==> config.mk <==
export PLATFORM = sky130hd
export DESIGN_NAME = hrb_ctrl
export DESIGN_NICKNAME = d
export VERILOG_FILES = /design/src/rtl/hrb_pkg.sv /design/src/rtl/hrb_holdoff.sv /design/src/rtl/hrb_seq.sv /design/src/rtl/hrb_phase.sv /design/src/rtl/hrb_lane.sv /design/src/rtl/hrb_ctrl.sv
export SDC_FILE = /design/constraint.sdc
export NUM_CORES = 1
export LEC_CHECK = 0
export ABC_AREA = 0
export BUFFER_PORTS_ARGS = -buffer_cell sky130_fd_sc_hd__buf_2
export CORE_MARGIN = 2
export CORE_UTILIZATION = 28
export DETAILED_ROUTE_END_ITERATION = 8
export PLACE_DENSITY = 0.51
export SYNTH_ARGS = -nofsm -noshare
export SYNTH_HDL_FRONTEND = slang
export SYNTH_SLANG_ARGS = --single-unit
==> constraint.sdc <==
create_clock -name clk -period 1.7 [get_ports clk]
set_input_delay 0.34 -clock clk [delete_from_list [all_inputs] [get_ports clk]]
set_output_delay 0.34 -clock clk [all_outputs]
set_load 0.02 [all_outputs]
==> src/rtl/hrb_pkg.sv <==
package hrb_pkg;

    typedef enum logic [1:0] {
        ST_FULL    = 2'd0,
        ST_DN_WAIT = 2'd1,
        ST_HALF    = 2'd2,
        ST_UP_WAIT = 2'd3
    } hrb_state_e;

    localparam int DSTB_W = 2;
    localparam int QSTB_W = 3;

    localparam logic [DSTB_W-1:0] DSTB_FULL = 2'd2;
    localparam logic [DSTB_W-1:0] DSTB_HALF = 2'd1;
    localparam logic [QSTB_W-1:0] QSTB_FULL = 3'd4;
    localparam logic [QSTB_W-1:0] QSTB_HALF = 3'd2;

endpackage

==> src/rtl/hrb_holdoff.sv <==
module hrb_holdoff #(
    parameter int HOLDOFF = 16
) (
    input  logic clk,
    input  logic rst_n,
    output logic done
);
    localparam int CNT_W = (HOLDOFF < 1) ? 1 : $clog2(HOLDOFF + 1);
    localparam logic [CNT_W-1:0] LIMIT = CNT_W'(HOLDOFF);

    logic [CNT_W-1:0] cnt_q;

    // Counts clock edges since reset release and stops at LIMIT.
    always_ff @(posedge clk or negedge rst_n) begin
        if (!rst_n) begin
            cnt_q <= '0;
        end else if (cnt_q != LIMIT) begin
            cnt_q <= cnt_q + 1'b1;
        end
    end

    assign done = (cnt_q == LIMIT);
endmodule

==> src/rtl/hrb_seq.sv <==
module hrb_seq
    import hrb_pkg::*;
(
    input  logic       clk,
    input  logic       rst_n,
    input  logic       req_vld,
    input  logic       req_half,
    input  logic       bus_idle,
    input  logic       holdoff_done,
    output hrb_state_e state,
    output logic       busy,
    output logic       half_mode,
    output logic       ack
);
    hrb_state_e state_q;
    hrb_state_e state_d;
    logic       pend_v_q;
    logic       pend_t_q;
    logic       pend_v_d;
    logic       pend_t_d;
    logic       eff_v;
    logic       eff_t;
    logic       in_wait;

    // A new pulse overrides the stored request.
    assign eff_v   = req_vld | pend_v_q;
    assign eff_t   = req_vld ? req_half : pend_t_q;
    assign in_wait = (state_q == ST_DN_WAIT) || (state_q == ST_UP_WAIT);

    always_comb begin
        state_d  = state_q;
        pend_v_d = pend_v_q;
        pend_t_d = pend_t_q;
        unique case (state_q)
            ST_FULL: begin
                // accept-down; an early or same-mode request is dropped
                if (eff_v && eff_t && holdoff_done) begin
                    state_d = ST_DN_WAIT;
                end
                pend_v_d = 1'b0;
            end
            ST_DN_WAIT: begin
                if (req_vld) begin
                    pend_v_d = 1'b1;
                    pend_t_d = req_half;
                end
                // enter-half
                if (bus_idle) begin
                    state_d = ST_HALF;
                end
            end
            ST_HALF: begin
                // accept-up
                if (eff_v && !eff_t) begin
                    state_d = ST_UP_WAIT;
                end
                pend_v_d = 1'b0;
            end
            ST_UP_WAIT: begin
                if (req_vld) begin
                    pend_v_d = 1'b1;
                    pend_t_d = req_half;
                end
                // enter-full
                if (bus_idle) begin
                    state_d = ST_FULL;
                end
            end
        endcase
    end

    // State register process.
    always_ff @(posedge clk or negedge rst_n) begin
        if (!rst_n) begin
            state_q  <= ST_FULL;
            pend_v_q <= 1'b0;
            pend_t_q <= 1'b0;
        end else begin
            state_q  <= state_d;
            pend_v_q <= pend_v_d;
            pend_t_q <= pend_t_d;
        end
    end

    // Output process: the completion pulse lands in the first cycle of the new mode.
    always_ff @(posedge clk or negedge rst_n) begin
        if (!rst_n) begin
            ack <= 1'b0;
        end else begin
            ack <= in_wait && bus_idle;
        end
    end

    assign state     = state_q;
    assign busy      = in_wait;
    assign half_mode = (state_q == ST_HALF) || (state_q == ST_UP_WAIT);
endmodule

==> src/rtl/hrb_phase.sv <==
module hrb_phase (
    input  logic clk,
    input  logic rst_n,
    input  logic half_mode,
    output logic phase,
    output logic sample_en
);
    logic phase_q;

    // The phase is held at 0 outside half rate, so it is 0 on the first half-rate cycle.
    always_ff @(posedge clk or negedge rst_n) begin
        if (!rst_n) begin
            phase_q <= 1'b0;
        end else begin
            phase_q <= half_mode ? ~phase_q : 1'b0;
        end
    end

    assign phase     = phase_q;
    assign sample_en = ~half_mode | ~phase_q;
endmodule

==> src/rtl/hrb_lane.sv <==
module hrb_lane #(
    parameter int W = 1
) (
    input  logic         clk,
    input  logic         rst_n,
    input  logic         cap,
    input  logic [W-1:0] d,
    output logic [W-1:0] q
);
    logic [W-1:0] q_r;

    always_ff @(posedge clk or negedge rst_n) begin
        if (!rst_n) begin
            q_r <= '0;
        end else if (cap) begin
            q_r <= d;
        end
    end

    assign q = q_r;
endmodule

==> src/rtl/hrb_ctrl.sv <==
module hrb_ctrl
    import hrb_pkg::*;
#(
    parameter int NCTL    = 4,
    parameter int HOLDOFF = 16
) (
    input  logic              clk,
    input  logic              rst_n,
    input  logic              req_vld,
    input  logic              req_half,
    input  logic              bus_idle,
    input  logic [NCTL-1:0]   ctl_in,
    input  logic              dstb_en,
    input  logic              qstb_en,
    output logic              half_mode,
    output logic              busy,
    output logic              ack,
    output logic              sample_en,
    output logic [NCTL-1:0]   ctl_out,
    output logic [DSTB_W-1:0] dstb_edges,
    output logic [QSTB_W-1:0] qstb_edges
);
    hrb_state_e        state;
    logic              holdoff_done;
    logic              phase;
    logic [DSTB_W-1:0] dstb_code;
    logic [QSTB_W-1:0] qstb_code;

    hrb_holdoff #(.HOLDOFF(HOLDOFF)) i_holdoff (
        .clk  (clk),
        .rst_n(rst_n),
        .done (holdoff_done)
    );

    hrb_seq i_seq (
        .clk         (clk),
        .rst_n       (rst_n),
        .req_vld     (req_vld),
        .req_half    (req_half),
        .bus_idle    (bus_idle),
        .holdoff_done(holdoff_done),
        .state       (state),
        .busy        (busy),
        .half_mode   (half_mode),
        .ack         (ack)
    );

    hrb_phase i_phase (
        .clk      (clk),
        .rst_n    (rst_n),
        .half_mode(half_mode),
        .phase    (phase),
        .sample_en(sample_en)
    );

    // One capture lane per control bit.
    for (genvar g = 0; g < NCTL; g++) begin : g_ctl
        hrb_lane #(.W(1)) i_lane (
            .clk  (clk),
            .rst_n(rst_n),
            .cap  (sample_en),
            .d    (ctl_in[g]),
            .q    (ctl_out[g])
        );
    end

    // The transition count comes from the mode in force when the enable is captured.
    always_comb begin
        dstb_code = '0;
        qstb_code = '0;
        if (dstb_en) begin
            dstb_code = half_mode ? DSTB_HALF : DSTB_FULL;
        end
        if (qstb_en) begin
            qstb_code = half_mode ? QSTB_HALF : QSTB_FULL;
        end
    end

    hrb_lane #(.W(DSTB_W)) i_dstb (
        .clk  (clk),
        .rst_n(rst_n),
        .cap  (sample_en),
        .d    (dstb_code),
        .q    (dstb_edges)
    );

    hrb_lane #(.W(QSTB_W)) i_qstb (
        .clk  (clk),
        .rst_n(rst_n),
        .cap  (sample_en),
        .d    (qstb_code),
        .q    (qstb_edges)
    );
endmodule

Word-level counts from Yosys, hierarchy flattened
Index checks and enable logic that the tools add are counted.
Widths: inputs -> output; s select.
{"block": "word_totals", "out_inout_bits": 13, "wordCells": 51, "regBits": 20, "inputBits": 11}
{"block": "op_classes", "mux": 13, "n_reduce_logical": 11, "addsub": 1, "n_bitwise": 4, "eq_ne": 10}
{"cell": "$mux 2", "count": 6}
{"cell": "$pmux 2 s4", "count": 1}
{"cell": "$mux 3", "count": 2}
{"cell": "$ne 2x1->1 const B", "count": 3}
{"cell": "$add 5x1->5 const B", "count": 1}
{"cell": "$eq 5x5->1 const B", "count": 1}
{"cell": "$ne 5x5->1 const B", "count": 1}
{"cell": "$eq 2x2->1 const B", "count": 2}
{"cell": "$logic_and 1x1->1", "count": 4}
{"cell": "$ne 2x2->1 const B", "count": 2}
{"cell": "$reduce_and 4->1", "count": 1}
{"cell": "$reduce_or 2->1", "count": 2}
{"cell": "$mux 1", "count": 3}
{"cell": "$eq 2x1->1 const B", "count": 1}
{"cell": "$logic_not 2->1", "count": 1}
{"cell": "$logic_or 1x1->1", "count": 2}
{"cell": "$not 1->1", "count": 2}
{"cell": "$or 1x1->1", "count": 2}
{"cell": "$pmux 1 s2", "count": 1}
{"cell": "$logic_not 1->1", "count": 1}

Longest topological paths before layout
{"block": "depth", "word_depth": 5, "mapped_depth": 7, "depth_no_buf": 6}

Cells and area by module
Synthesis repeated with hierarchy kept, for this count alone.
{"block": "unflattened", "cells_unflattened": 76, "area_unflattened_um2": 993.5}
{"module": "hrb_seq", "area_each_um2": 327.8, "instances": 1, "cells_per_inst": 30, "seq_area_each_um2": 125.1}
{"module": "hrb_holdoff", "area_each_um2": 252.7, "instances": 1, "cells_per_inst": 20, "seq_area_each_um2": 125.1}
{"module": "hrb_lane at g_ctl[0].i_lane ...", "area_each_um2": 40.0, "instances": 4, "cells_per_inst": 2, "seq_area_each_um2": 25.0}
{"module": "hrb_lane at i_qstb", "area_each_um2": 108.9, "instances": 1, "cells_per_inst": 6, "seq_area_each_um2": 75.1}
{"module": "hrb_lane at i_dstb", "area_each_um2": 72.6, "instances": 1, "cells_per_inst": 4, "seq_area_each_um2": 50.0}
{"module": "hrb_phase", "area_each_um2": 42.5, "instances": 1, "cells_per_inst": 3, "seq_area_each_um2": 25.0}
{"module": "hrb_ctrl", "area_each_um2": 28.8, "instances": 1, "cells_per_inst": 5, "seq_area_each_um2": 0.0}

Least setup slack after synthesis
OpenSTA, ideal clock, no wires.
{"block": "synth_timing", "path_type": "register to register", "from": "register i_seq.state_q[0] (netlist: i_seq.state[0])", "to": "register g_ctl[2].i_lane.q_r", "arrival_ps": 1662, "path_buffers": 1, "setup_time_ps": 125, "required_time_ps": 1575, "synth_period_minus_slack_ps": 1787, "setup_slack_ps": -87, "path_stages_with_launch": 7, "path_cell_list": "dfrtp_1 -> inv_1 -> ha_1 -> or2_2 -> nand2_2 -> buf_4 -> mux2_2"}
{"block": "synth_between", "elab_chain_cells": 4, "word_cells_on_any_way": 5, "classes_between": "eq/ne: 2; bitwise: 2; reduce/logical: 1"}
{"item": "start: declaration", "line": "hrb_seq.sv:15", "rtl": "hrb_state_e state_q;"}
{"item": "start signal: assignment", "line": "hrb_seq.sv:79", "rtl": "state_q <= state_d;"}
{"item": "$eq 2x2->1", "line": "hrb_seq.sv:96", "rtl": "assign half_mode = (state_q == ST_HALF) || (state_q == ST_UP_WAIT);"}
{"item": "$logic_or 1x1->1 (*)", "line": "hrb_seq.sv:96"}
{"item": "via half_mode", "line": "hrb_ctrl.sv:15", "rtl": "output logic half_mode,"}
{"item": "$not 1->1 (*)", "line": "hrb_phase.sv:20", "rtl": "assign sample_en = ~half_mode | ~phase_q;"}
{"item": "$or 1x1->1 (*)", "line": "hrb_phase.sv:20"}
{"item": "via sample_en", "line": "hrb_ctrl.sv:18", "rtl": "output logic sample_en,"}
{"item": "end signal: assignment", "line": "hrb_lane.sv:14", "rtl": "q_r <= '0;"}
{"item": "end signal: assignment", "line": "hrb_lane.sv:16", "rtl": "q_r <= d;"}
{"item": "end: declaration", "line": "hrb_lane.sv:10", "rtl": "logic [W-1:0] q_r;"}
Mark *: on every way through the listed nets, which the timed path passes. The rest lies on a longest branch.
A chain may end at the register's enable or synchronous reset.

Worst setup path in the final report
{"block": "layout_timing", "from": "register i_seq.state_q[0] (netlist: i_seq.state[0])", "to": "output sample_en"}
{"block": "layout_between", "elab_chain_cells": 4, "word_cells_on_any_way": 5, "classes_between": "eq/ne: 2; bitwise: 2; reduce/logical: 1"}
{"item": "$eq 2x2->1", "line": "hrb_seq.sv:96"}
{"item": "$logic_or 1x1->1 (*)", "line": "hrb_seq.sv:96"}
{"item": "$not 1->1 (*)", "line": "hrb_phase.sv:20"}
{"item": "$or 1x1->1 (*)", "line": "hrb_phase.sv:20"}
{"item": "end: declaration", "line": "hrb_ctrl.sv:18"}
Mark *: on every way between the ends. The rest lies on a longest branch, timed or not.

==> qor.txt <==
Vias = 655
CTS buffer count = 3
Proportion of synthesized chip area in sequential cells = 50.1%
Number of synthesized flops with an enable pin = 0
Final WS setup = -0.0428 ns
Max rail drop VDD = 0.353 mV
Synth Area per Inst = 11.6 µm²
Placed Area = 0.00113 mm²
H-tree levels = 1
Mapped Area = 950 µm²
CP bufs+invs = 2
GR Overflow Total = 0
Crit path depth = 5
Fin nets = 135
GRT Overall Usage = 9.98%
Top Usage Layer GRT = met2
Outcome = finished with violations
Root Buffer = clkbuf_4
Worst setup SP type = flip-flop
Antenna-violating nets left = 0
Failing checks = negative setup slack
# fillers = 328
Count of input and output buffers = 22
First-pass GRT wire length = 2990 µm
Register-to-Register Path Depth = 6
Share of post-route cells with drive strength above 1 = 51.7%
Detailed Route WL = 1750 µm
Core area = 0.00328 mm²
Synthesis-stage register bit count = 19
Critical path's slowest cell = dfrtp_1
Initial antenna violation count = 0
Required time of the critical path = 1.36 ns
Largest delay share family, worst path = flip-flops
Syn Nets = 100
Final HPWL from detailed placement = 1230 µm
Iter 0 DRT Violations = 33
CTS Sinks = 19
Crit-path max FO = 3
Met1 usage in global routing = 11.2%
Ys Warns = 0
Slew Viols, Final = 0
Top_reg_cell synth = dfrtp_1
Most common cell in the netlist = dfrtp_1
Vias/cell = 4.04
Crit share post-route = 103%
DR WL/cell = 10.8 µm
Crit path cell chain = inv_2 > ha_4 > or2_4 > nand2_8 > buf_6
Drt pass-1 iters = 4
Post-Route Skew = 0.00259 ns
Die footprint = 0.00387 mm²
Synth top cells by count = 19 x dfrtp_1, 9 x inv_1, 7 x ha_1
Max frequency = 0.574 GHz
Largest net degree at the start of global routing = 20
Setup violations, final = 2
Initial Util = 28.9%
Hold Violations, Final = 0
P_leak = 0.609 nW
Number of remaining DRC errors = 0
RSZ-0062 raised after global routing = true
Diode count = 0
Cell taking the most area after synthesis = dfrtp_1
CTS max path bufs = 2
Worst-path clk slew = 0.12 ns
Placer Congestion = 0.751
Die Ht = 62.2 µm
Die X = 62.2 µm
Async S/R FF share, synth = 100%
Crit path arrival time = 1.40 ns
Unique masters post-synth = 23
CTS tree = done
Final min period = 1.74 ns
Clock latency on the worst-skew pair = 0.30 ns
Hold crit path type = primary input to flip-flop
Synth top area share = 50.1%
IO Pins = 24
Design Area, Final = 0.00126 mm²
Max incr delay on CP = 0.42 ns
Areal power density over the cells = 1700 mW/mm²
Layout area overhead = 33.1%
Hold Path Stages = 2
M3 GR Usage = 2.90%
M2 GR Usage = 17.7%
WS Path Type = flip-flop to primary output
Row count = 21
Vias in the first global route = 689
Worst setup EP type = primary output
Synth top area cells = dfrtp_1 50%, ha_1 9.2%, mux2_2 7.1%
Total power = 2.15 mW
MaxCap Viol Count = 0
Cells after Synth = 82
==> layout make-up <==
class / count / area (µm²) / share of cell area (%)
repair buffers: 36 / 230 / 18.2
clock buffers: 3 / 22.5 / 1.78
well taps: 46 / 57.6 / 4.55
multi-input cells: 48 / 438 / 34.7
flip-flops and latches: 19 / 477 / 37.7
clock inverters: 1 / 5.00 / 0.396
inverters: 9 / 33.8 / 2.67
==> sequential cells by signal, indices dropped and copies added (netlist names) <==
register,flops
i_holdoff.cnt_q,5
i_seq.ack,1
i_qstb.q,2
g_ctl.i_lane.q,4
i_dstb.q,2
i_seq.pend_v_q,1
i_seq.pend_t_q,1
i_phase.phase,1
i_seq.state,2
==> layout by cell type (no fill, tap or decap), drive strengths merged <==
cell type / instances
buf: 35
dfrtp: 19
inv: 9
mux2: 7
ha: 7
nand3: 6
nor2: 5
o21ai: 4
xnor2: 4
clkbuf: 3
nor2b: 2
mux2i: 2
nand2: 2
or2: 1
and4bb: 1
nor4b: 1
a21o: 1
nand3b: 1
a21oi: 1
nand2b: 1
o221ai: 1
conb: 1
clkinv: 1
dlygate4sd3: 1
==> worst paths after layout <==
| kind | startpoint | end | slack, ns |
|---|---|---|---|
| worst min-delay path | ctl_in[0] | g_ctl[0].i_lane.q | 0.26 |
| worst min register to register | i_holdoff.cnt_q[4] | i_holdoff.cnt_q[4] | 0.49 |
| worst max register to register | i_seq.state[0] | i_seq.state[1] | 0.02 |
| worst max-delay path | i_seq.state[0] | sample_en | -0.04 |
| max in group asynchronous | rst_n | i_seq.state[1] | 0.86 |
| min in group asynchronous | rst_n | i_holdoff.cnt_q[3] | 0.50 |
==> metrics by stage <==
stage	setup WS, ns	cells	TNS (ns)	util [%]	hold WS (ns)
4_1_cts	-0.0676	160	-0.129	37.3	0.247
3_3_place_gp	0.0119	151	0	34.3	0.311
3_5_place_dp	-0.0123	151	-0.0128	34.3	0.319
2_1_floorplan	0.00689	82	0	-	0.0444
5_1_grt	-0.109	162	-0.370	38.5	0.242
6_report	-0.0428	162	-0.0780	38.5	0.261
==> power by group <==
| group | internal [mW] | total (mW) | switching [mW] | leakage (nW) |
|---|---|---|---|---|
| Clock | 0.0876 | 0.236 | 0.148 | 0.0177 |
| Sequential | 0.595 | 0.701 | 0.105 | 0.236 |
| Combinational | 0.627 | 1.22 | 0.589 | 0.355 |
| Total | 1.31 | 2.15 | 0.843 | 0.609 |
==> per-layer routing <==
| layer | routed length (µm) | vias to the layer above |
|---|---|---|
| li1 | - | 329 |
| met1 | 725 | 312 |
| met2 | 930 | 14 |
| met3 | 88 | 0 |
| met4 | 0 | 0 |
| met5 | 0 | - |
==> cells by family after synthesis <==
kind of cell,Yosys count,synth area share (%)
flops,19,50.1
mux,9,10.8
xor+xnor,4,3.69
fa+ha+maj,7,9.22
compound gates,7,5.01
simple gates,20,12.5
other cells,1,0.395
buf+inv,15,8.30
==> repair_timing <==
item                                    in CTS  in global routing
hold endpoints to repair                    19                  0
buffers inserted                             4                  2
endpoints found under the setup margin       4                  5
pin swaps                                    3                  3
resized for setup                           10                  6
hold buffers                                 1                  0
Power figures use the tool's default switching activity.
